$ cat config.mk
export PLATFORM = sky130hd
export DESIGN_NAME = scr_retry_ctrl
export DESIGN_NICKNAME = d
export VERILOG_FILES = /design/src/rtl/scr_pkg.sv /design/src/rtl/scr_det_qual.sv /design/src/rtl/scr_tick_timer.sv /design/src/rtl/scr_retry_ctrl.sv
export SDC_FILE = /design/constraint.sdc
export NUM_CORES = 1
export LEC_CHECK = 0
export BUFFER_PORTS_ARGS = -buffer_cell sky130_fd_sc_hd__buf_2
export CORE_UTILIZATION = 49
export DETAILED_ROUTE_END_ITERATION = 12
export GPL_TIMING_DRIVEN = 0
export HOLD_SLACK_MARGIN = 0.15
export PLACE_DENSITY_LB_ADDON = 0.15
export RECOVER_POWER = 25
export SYNTH_ARGS = -nofsm -noshare
export SYNTH_HDL_FRONTEND = slang
export SYNTH_SLANG_ARGS = --single-unit
$ cat constraint.sdc
create_clock -name clk -period 1.5 [get_ports clk]
set_clock_uncertainty 0.15 [all_clocks]
set_input_delay 0.075 -clock clk [delete_from_list [all_inputs] [get_ports clk]]
set_output_delay 0.075 -clock clk [all_outputs]
set_load 0.05 [all_outputs]
$ cat src/rtl/scr_pkg.sv
package scr_pkg;

    typedef enum logic [1:0] {
        CH_LIVE   = 2'd0,
        CH_REST   = 2'd1,
        CH_LOCKED = 2'd2
    } ch_state_e;

    typedef struct packed {
        ch_state_e st;
        logic      win_open;
        logic      sc;
    } ch_ctl_s;

    function automatic int unsigned max2(input int unsigned a, input int unsigned b);
        return (a > b) ? a : b;
    endfunction

endpackage

$ cat src/rtl/scr_det_qual.sv
module scr_det_qual #(
    parameter int unsigned SYNC_STAGES = 2,
    parameter int unsigned MIN_HIGH    = 2
) (
    input  logic clk,
    input  logic rst,
    input  logic en,
    input  logic det_raw,
    output logic det_evt
);
    localparam int unsigned CW = $clog2(MIN_HIGH + 1);

    logic [SYNC_STAGES-1:0] sync_q;
    logic                   level;
    logic [CW-1:0]          run_cnt;

    generate
        if (SYNC_STAGES == 1) begin : g_one
            always_ff @(posedge clk) begin
                if (rst) sync_q <= '0;
                else     sync_q <= det_raw;
            end
        end else begin : g_chain
            always_ff @(posedge clk) begin
                if (rst) sync_q <= '0;
                else     sync_q <= {sync_q[SYNC_STAGES-2:0], det_raw};
            end
        end
    endgenerate

    assign level = sync_q[SYNC_STAGES-1];

    always_ff @(posedge clk) begin
        if (rst || !en || !level)
            run_cnt <= '0;
        else if (run_cnt < CW'(MIN_HIGH - 1))
            run_cnt <= run_cnt + 1'b1;
    end

    assign det_evt = en && level && (run_cnt == CW'(MIN_HIGH - 1));

    // a qualified detection needs the synchronised level high in the prior cycle too
    p_needs_history_r8: assert property (@(posedge clk) disable iff (rst)
        (det_evt && MIN_HIGH > 1) |-> $past(level));

    // the qualifier count is empty in the cycle after the channel was off
    p_off_flushes_r7: assert property (@(posedge clk) disable iff (rst)
        !en |=> (run_cnt == '0));

endmodule

$ cat src/rtl/scr_tick_timer.sv
module scr_tick_timer #(
    parameter int unsigned W = 6
) (
    input  logic         clk,
    input  logic         rst,
    input  logic         restart,
    input  logic         run,
    input  logic         tick,
    input  logic [W-1:0] limit,
    output logic         done
);
    logic [W-1:0] cnt;

    assign done = run && tick && (cnt == limit - 1'b1);

    always_ff @(posedge clk) begin
        if (rst || restart)
            cnt <= '0;
        else if (run && tick)
            cnt <= done ? '0 : cnt + 1'b1;
    end

    // the tick count never passes the programmed span
    p_cnt_bound_r3: assert property (@(posedge clk) disable iff (rst)
        (limit != '0) |-> (cnt < limit));

endmodule

$ cat src/rtl/scr_retry_ctrl.sv
module scr_retry_ctrl
    import scr_pkg::*;
#(
    parameter int unsigned WAIT_TICKS   = 40,
    parameter int unsigned WINDOW_TICKS = 40,
    parameter int unsigned STRIKES      = 3,
    parameter int unsigned SYNC_STAGES  = 2,
    parameter int unsigned MIN_HIGH     = 2
) (
    input  logic clk,
    input  logic rst,
    input  logic det_raw,
    input  logic tick_ms,
    input  logic flag_clr,
    output logic pwr_en,
    output logic sc_flag,
    output logic hiz_flag
);
    localparam int unsigned TW = $clog2(max2(WAIT_TICKS, WINDOW_TICKS) + 1);
    localparam int unsigned SW = $clog2(STRIKES + 1);

    ch_ctl_s       ctl_q, ctl_n;
    logic [SW-1:0] strikes_q, strikes_n;
    logic          det_evt;
    logic          tmr_restart, tmr_run, tmr_done;
    logic [TW-1:0] tmr_limit;

    scr_det_qual #(
        .SYNC_STAGES (SYNC_STAGES),
        .MIN_HIGH    (MIN_HIGH)
    ) u_qual (
        .clk     (clk),
        .rst     (rst),
        .en      (pwr_en),
        .det_raw (det_raw),
        .det_evt (det_evt)
    );

    assign tmr_limit = (ctl_q.st == CH_REST) ? TW'(WAIT_TICKS) : TW'(WINDOW_TICKS);
    assign tmr_run   = (ctl_q.st == CH_REST) || (ctl_q.st == CH_LIVE && ctl_q.win_open);

    scr_tick_timer #(.W(TW)) u_timer (
        .clk     (clk),
        .rst     (rst),
        .restart (tmr_restart),
        .run     (tmr_run),
        .tick    (tick_ms),
        .limit   (tmr_limit),
        .done    (tmr_done)
    );

    always_comb begin
        ctl_n       = ctl_q;
        strikes_n   = strikes_q;
        tmr_restart = 1'b0;
        if (flag_clr) begin
            ctl_n       = '{st: CH_LIVE, win_open: 1'b0, sc: 1'b0};
            strikes_n   = '0;
            tmr_restart = 1'b1;
        end else begin
            unique case (ctl_q.st)
                CH_LIVE: begin
                    if (det_evt) begin
                        strikes_n      = strikes_q + 1'b1;
                        ctl_n.win_open = 1'b0;
                        tmr_restart    = 1'b1;
                        if (strikes_n == SW'(STRIKES)) begin
                            ctl_n.st = CH_LOCKED;
                            ctl_n.sc = 1'b1;
                        end else begin
                            ctl_n.st = CH_REST;
                        end
                    end else if (ctl_q.win_open && tmr_done) begin
                        ctl_n.win_open = 1'b0;
                        strikes_n      = '0;
                        tmr_restart    = 1'b1;
                    end
                end
                CH_REST: begin
                    if (tmr_done) begin
                        ctl_n.st       = CH_LIVE;
                        ctl_n.win_open = 1'b1;
                        tmr_restart    = 1'b1;
                    end
                end
                default: ;
            endcase
        end
    end

    always_ff @(posedge clk) begin
        if (rst) begin
            ctl_q     <= '{st: CH_LIVE, win_open: 1'b0, sc: 1'b0};
            strikes_q <= '0;
        end else begin
            ctl_q     <= ctl_n;
            strikes_q <= strikes_n;
        end
    end

    assign pwr_en   = (ctl_q.st == CH_LIVE);
    assign hiz_flag = (ctl_q.st == CH_LOCKED);
    assign sc_flag  = ctl_q.sc;

    // the short-circuit flag and the high-impedance state always agree
    p_flags_agree_r5: assert property (@(posedge clk) disable iff (rst)
        sc_flag == hiz_flag);

    // the locked state holds until a clear strobe
    p_locked_holds_r5: assert property (@(posedge clk) disable iff (rst)
        (hiz_flag && !flag_clr) |=> (hiz_flag && sc_flag && !pwr_en));

    // a clear strobe restores normal operation at the next edge
    p_clear_restores_r6: assert property (@(posedge clk) disable iff (rst)
        flag_clr |=> (pwr_en && !sc_flag && !hiz_flag));

    // a qualified detection without a clear turns the channel off
    p_detect_drops_power_r2: assert property (@(posedge clk) disable iff (rst)
        (det_evt && !flag_clr) |=> !pwr_en);

    // outside a clear, power only returns on a tick
    p_retry_on_tick_r3: assert property (@(posedge clk) disable iff (rst)
        ($rose(pwr_en) && !$past(flag_clr)) |-> $past(tick_ms));

    // the strike count never passes the limit
    p_strikes_bound_r4: assert property (@(posedge clk) disable iff (rst)
        strikes_q <= SW'(STRIKES));

endmodule

[Word level (Yosys, flattened, before mapping)]
Index checks and enable logic that the tools add are counted.
Storage, ports and cells
  register bits: 16
  input bits: 5
  output and inout bits: 3
  logic and storage cells: 53
Operators by class
  $add $sub $neg: 3
  $lt $le $gt $ge: 1
  equality and inequality tests: 8
  muxes and demuxes: 14
  reductions and logical operators: 20
Operators with widths (count)
  3-bit AND reduction: 3
  2-bit 2-to-1 mux: 4
  6-bit by 1-bit adder with 6-bit output (second input constant): 1
  6-bit equality test (second input constant): 1
  1-bit logical AND: 6
  1-bit 2-to-1 mux: 6
  6-bit 2-to-1 mux: 1
  3-bit case mux with 2 select lines: 1
  2-bit by 1-bit adder with 2-bit output (second input constant): 2
  2-bit by 1-bit equality test with 1-bit output (second input constant): 2
  2-bit equality test (second input constant): 2
  1-bit logical OR: 4
  2-bit inequality test (second input constant): 2
  2-bit nonzero test: 2
  3-bit 2-to-1 mux: 1
  3-bit inequality test (second input constant): 1
  1-bit logical NOT: 2
  2-bit logical NOT: 1
  2-bit by 1-bit < comparator with 1-bit output (second input constant): 1
  1-bit case mux with 2 select lines: 1
  2-bit AND reduction: 1
  2-bit OR reduction: 1

[Longest topological paths before layout]
  depth in word-level cells: 11
  mapped depth: 6
  depth with buffers taken out: 6

[Modules after synthesis]
A second synthesis with hierarchy kept.
Second synthesis, totals
  cells, all modules: 108
  area, all modules: 998.5 um^2
By module, submodules not included
  scr_tick_timer: instances 1, cells each 52, area an instance 475.5 um^2, seq. area each 120.1 um^2
  scr_retry_ctrl: instances 1, cells each 40, area an instance 349.1 um^2, seq. area each 120.1 um^2
  scr_det_qual: instances 1, cells each 16, area an instance 173.9 um^2, seq. area each 80.1 um^2

[Worst setup path before layout]
OpenSTA, ideal clock, no wires.
  path kind: register to register
  start point: reg ctl_q[2] in the netlist's numbering
  end point: reg strikes_q[0]
  setup time: 0.134 ns
  data arrival time: 1.618 ns
  required time: 1.216 ns
  slack: -0.403 ns
  stages on the path, launching flop included: 5
  buffers on the path: 0
  clock period less this slack: 1.903 ns
  cells stage by stage: dfxtp_1 > nor2_1 > nand3_1 > nand2_1 > a221oi_1
On the way
  word-level cells in the longest chain between the ends: 8
  elaborated cells on any way between the ends: 12
  classes of those cells: eq/ne (1); mux (1); reduce/logical (10)
RTL lines
  from (decl): line scr_retry_ctrl.sv:22  | ch_ctl_s ctl_q, ctl_n;
  from (signal assigned): line scr_retry_ctrl.sv:93  | ctl_q <= '{st: CH_LIVE, win_open: 1'b0, sc: 1'b0};
  from (signal assigned): line scr_retry_ctrl.sv:96  | ctl_q <= ctl_n;
  2-bit logical NOT (*): line scr_retry_ctrl.sv:101  | assign pwr_en = (ctl_q.st == CH_LIVE);
  named net pwr_en: line scr_retry_ctrl.sv:15  | output logic pwr_en,
  1-bit logical AND: line scr_retry_ctrl.sv:40  | assign tmr_run = (ctl_q.st == CH_REST) || (ctl_q.st == CH_LIVE && ctl_q.win_open);
  1-bit logical OR: line scr_retry_ctrl.sv:40
  1-bit logical AND (2 in series): line scr_tick_timer.sv:14  | assign done = run && tick && (cnt == limit - 1'b1);
  1-bit logical AND: line scr_retry_ctrl.sv:73  | end else if (ctl_q.win_open && tmr_done) begin
  2-bit nonzero test (no source line)
  2-bit AND reduction (no source line)
  to (signal assigned): line scr_retry_ctrl.sv:97  | strikes_q <= strikes_n;
  to (decl): line scr_retry_ctrl.sv:23  | logic [SW-1:0] strikes_q, strikes_n;
The timed path passes the listed nets; every way through them passes the cells marked *.
A chain may end at the register's enable or synchronous reset.

[Worst setup path in the final report]
  start point: reg u_timer.cnt[0]
  end point: reg strikes_q[1]
On the way
  word-level cells in the longest chain between the ends: 5
RTL lines
  from (decl): line scr_tick_timer.sv:12  | logic [W-1:0] cnt;
  from (signal assigned): line scr_tick_timer.sv:20  | cnt <= done ? '0 : cnt + 1'b1;
  6-bit equality test: line scr_tick_timer.sv:14
  1-bit logical AND: line scr_tick_timer.sv:14
  1-bit logical AND: line scr_retry_ctrl.sv:73
  2-bit nonzero test (no source line)
  2-bit AND reduction (no source line)
Every way passes these cells.

==> results.json <==
{
  "hold_viol_final": 0,
  "grt_max_degree": 9,
  "pre_cts_slack_ns": -0.195,
  "violations": "setup timing",
  "overflow": 0,
  "clkPwrFrac": 0.327,
  "wl_per_cell_um": 14.5,
  "cts_hold_buffers": 3,
  "chipHeight_um": 40.9,
  "yosysUniqueCellTypes": 30,
  "synthesis.nets": 92,
  "netlist_area_um2": 741,
  "p_switching_mw": 0.161,
  "drt-total-wl_um": 1730,
  "finalCritPeriodShare": 1.09,
  "grt_usage": 0.237,
  "fp.dieW_um": 40.9,
  "slew_viol_final": 0,
  "core_area_um2": 1350,
  "crit_path_end_kind": "register",
  "start_util": 0.549,
  "finalNonFillerCells": 120,
  "power_frac_seq": 0.615,
  "grt_pass1_wl_um": 2390,
  "vias_per_cell": 5.55,
  "p_int_mw": 0.541,
  "post-place-cells": 105,
  "io_pins": 8,
  "ys_ff_latch": 16,
  "cts_buffer_depth": 2,
  "yosysSeqAreaShare": 0.432,
  "drc": 0,
  "status": "complete, but fails checks",
  "seqCellArea_um2": 333,
  "num-nets-final": 116,
  "routabilityCongestion": 0.734,
  "placed_cell_area_um2": 831,
  "slew_headroom": 0.743,
  "cts_tree": "built",
  "hpwl_um": 1010,
  "post-route-min-period_ns": 1.64,
  "setup_violations": 7,
  "fin_setup_tns_ns": -0.627,
  "drv_cap": 0,
  "detailedRoute.firstIterationViolations": 10,
  "yosys_warnings": 0,
  "fin_ws_ns": -0.138,
  "power_mw": 0.702,
  "min_path_cells": 5,
  "synthCells": 83,
  "drive_above_1_share": 0.457,
  "clk_transition_reported_paths_ns": 0.09,
  "dr.pass1.iters": 4,
  "port_buffers": 7,
  "ant_nets": 0,
  "multi_input_area_um2": 498,
  "comb_power_share": 0.058,
  "avgSynthCellArea_um2": 8.92,
  "rrSetupSlack_ns": -0.14,
  "fin_util": 0.759,
  "ir_drop_mv": 0.763,
  "htree_num_levels": 1,
  "vias": 666,
  "min_from": "tick_ms",
  "die_area_um2": 1670,
  "final_area_um2": 1020,
  "clock_latency_ns": 0.29,
  "syn2layout_area_growth_pct": 38.3,
  "leakagePower_nw": 0.374,
  "antenna_found_initial": 0,
  "rows": 13,
  "critPathMaxFanout": 4,
  "cp.arrival_ns": 1.68,
  "cp-start-kind": "register",
  "grt_pass1_vias": 554,
  "cts_sinks": 16,
  "fillers": 93,
  "worst-setup-path-type": "register to register",
  "cts_buffers": 3,
  "p_sw_frac": 0.230,
  "critPathLaunch": "u_timer.cnt[0]",
  "cts_root_buf": "clkbuf_4",
  "fmax_ghz": 0.611,
  "antenna_cells": 0,
  "min_to": "u_timer.cnt[1]",
  "power_density_nw_per_um2": 685,
  "crit_required_ns": 1.54,
  "rsz0062_at_grt": "yes",
  "r2r_end": "strikes_q[1]",
  "reg2reg_depth": 5,
  "hp-class": "input port to register",
  "worst_pin_slew_ns": 0.385,
  "fin_hold_ws_ns": 0.0821,
  "r2r_start": "u_timer.cnt[0]"
}
==> routing by layer <==
metal / track usage / up-vias / routed length, um
li1: - / 339 / -
met1: 0.287 / 314 / 868
met2: 0.340 / 9 / 782
met3: 0.0978 / 4 / 41
met4: 0.150 / 0 / 41
met5: 0 / - / 0
==> critical path, stage by stage, from the launching register on <==
cell	delay, ns
dfxtp_4	0.38
ha_4	0.15
nand2_4	0.06
nor4b_2	0.36
nand4_1	0.17
a31o_2	0.27
==> flip-flops by register name, summed over array words and instances (netlist names) <==
name / flops
u_timer.cnt: 6
ctl_q: 3
strikes_q: 2
u_qual.run_cnt: 2
u_qual.sync_q: 2
sc_flag: 1
==> repair_timing <==
| action | CTS | global route |
|---|---|---|
| endpoints found under the setup margin | 7 | 11 |
| hold endpoints to repair | 15 | 2 |
| gates cloned | 0 | 0 |
| buffers inserted | 8 | 2 |
| pin swaps | 4 | 4 |
| gates resized for setup | 5 | 17 |
==> power groups by stage <==
stage / clock [mW] / combinational, mW / sequential, mW
detailed placement: 0 / 0.0321 / 0.444
CTS: 0.228 / 0.0387 / 0.432
global route: 0.253 / 0.0460 / 0.432
floorplan: 0 / 0.0207 / 0.443
global placement: 0 / 0.0315 / 0.443
finish: 0.229 / 0.0410 / 0.432
==> how the worst max path moves through the flow <==
stage | endpoint | slack [ns]
finish | strikes_q[1] | -0.14
global route | ctl_q[1] | -0.19
CTS | ctl_q[1] | -0.13
detailed placement | strikes_q[1] | -0.20
global placement | strikes_q[1] | -0.21
floorplan | u_timer.cnt[3] | -0.10
==> cells by family after synthesis <==
family | synth area share
DFF | 0.432
AOI/OAI and AO/OA | 0.0828
buffers and inverters | 0.0220
xor gates and xnor gates | 0.0473
and+or+nand+nor | 0.321
muxes | 0.0270
adders and majority gates | 0.0676
==> Yosys cell counts, drive strengths merged <==
master / n / area share
xnor2: 3 / 0.035
inv: 3 / 0.015
nand3: 4 / 0.027
xor2: 1 / 0.012
a21oi: 6 / 0.041
dfxtp: 16 / 0.43
a221oi: 1 / 0.012
o21ai: 1 / 0.0068
nor4: 2 / 0.017
nor2b: 3 / 0.025
or3b: 1 / 0.012
or2: 2 / 0.017
nand2b: 1 / 0.019
nor2: 12 / 0.061
or4: 1 / 0.010
or4b: 1 / 0.014
nand4: 1 / 0.0085
nand3b: 1 / 0.010
buf: 1 / 0.0068
and3: 1 / 0.0085
mux2i: 2 / 0.027
o32ai: 1 / 0.012
ha: 4 / 0.068
nand2: 7 / 0.035
a31o: 1 / 0.012
and4bb: 1 / 0.017
nor4b: 1 / 0.012
nor3: 3 / 0.020
or3: 1 / 0.0085
==> cells in the final DEF, fill, tap and decap left out, types with 2 or more instances in the layout <==
cell and n:
dfxtp_2 7, nor2_1 9, nand3_1 3, buf_2 5
dlygate4sd3_1 3, mux2i_1 2, inv_1 3, buf_4 11
a21oi_1 5, nor2_2 2, nor3_2 2, ha_1 3
nand2_1 5, dfxtp_1 8, nor2b_1 3, clkbuf_4 3
xnor2_1 3
==> cell type report <==
type | instances | area share
tap | 15 | 0.0183
multi-input combinational | 63 | 0.486
inverter | 3 | 0.0110
clock buffer | 3 | 0.0220
sequential | 16 | 0.325
timing repair buffer | 20 | 0.138
Note: power is estimated with default switching activity, not from simulation.
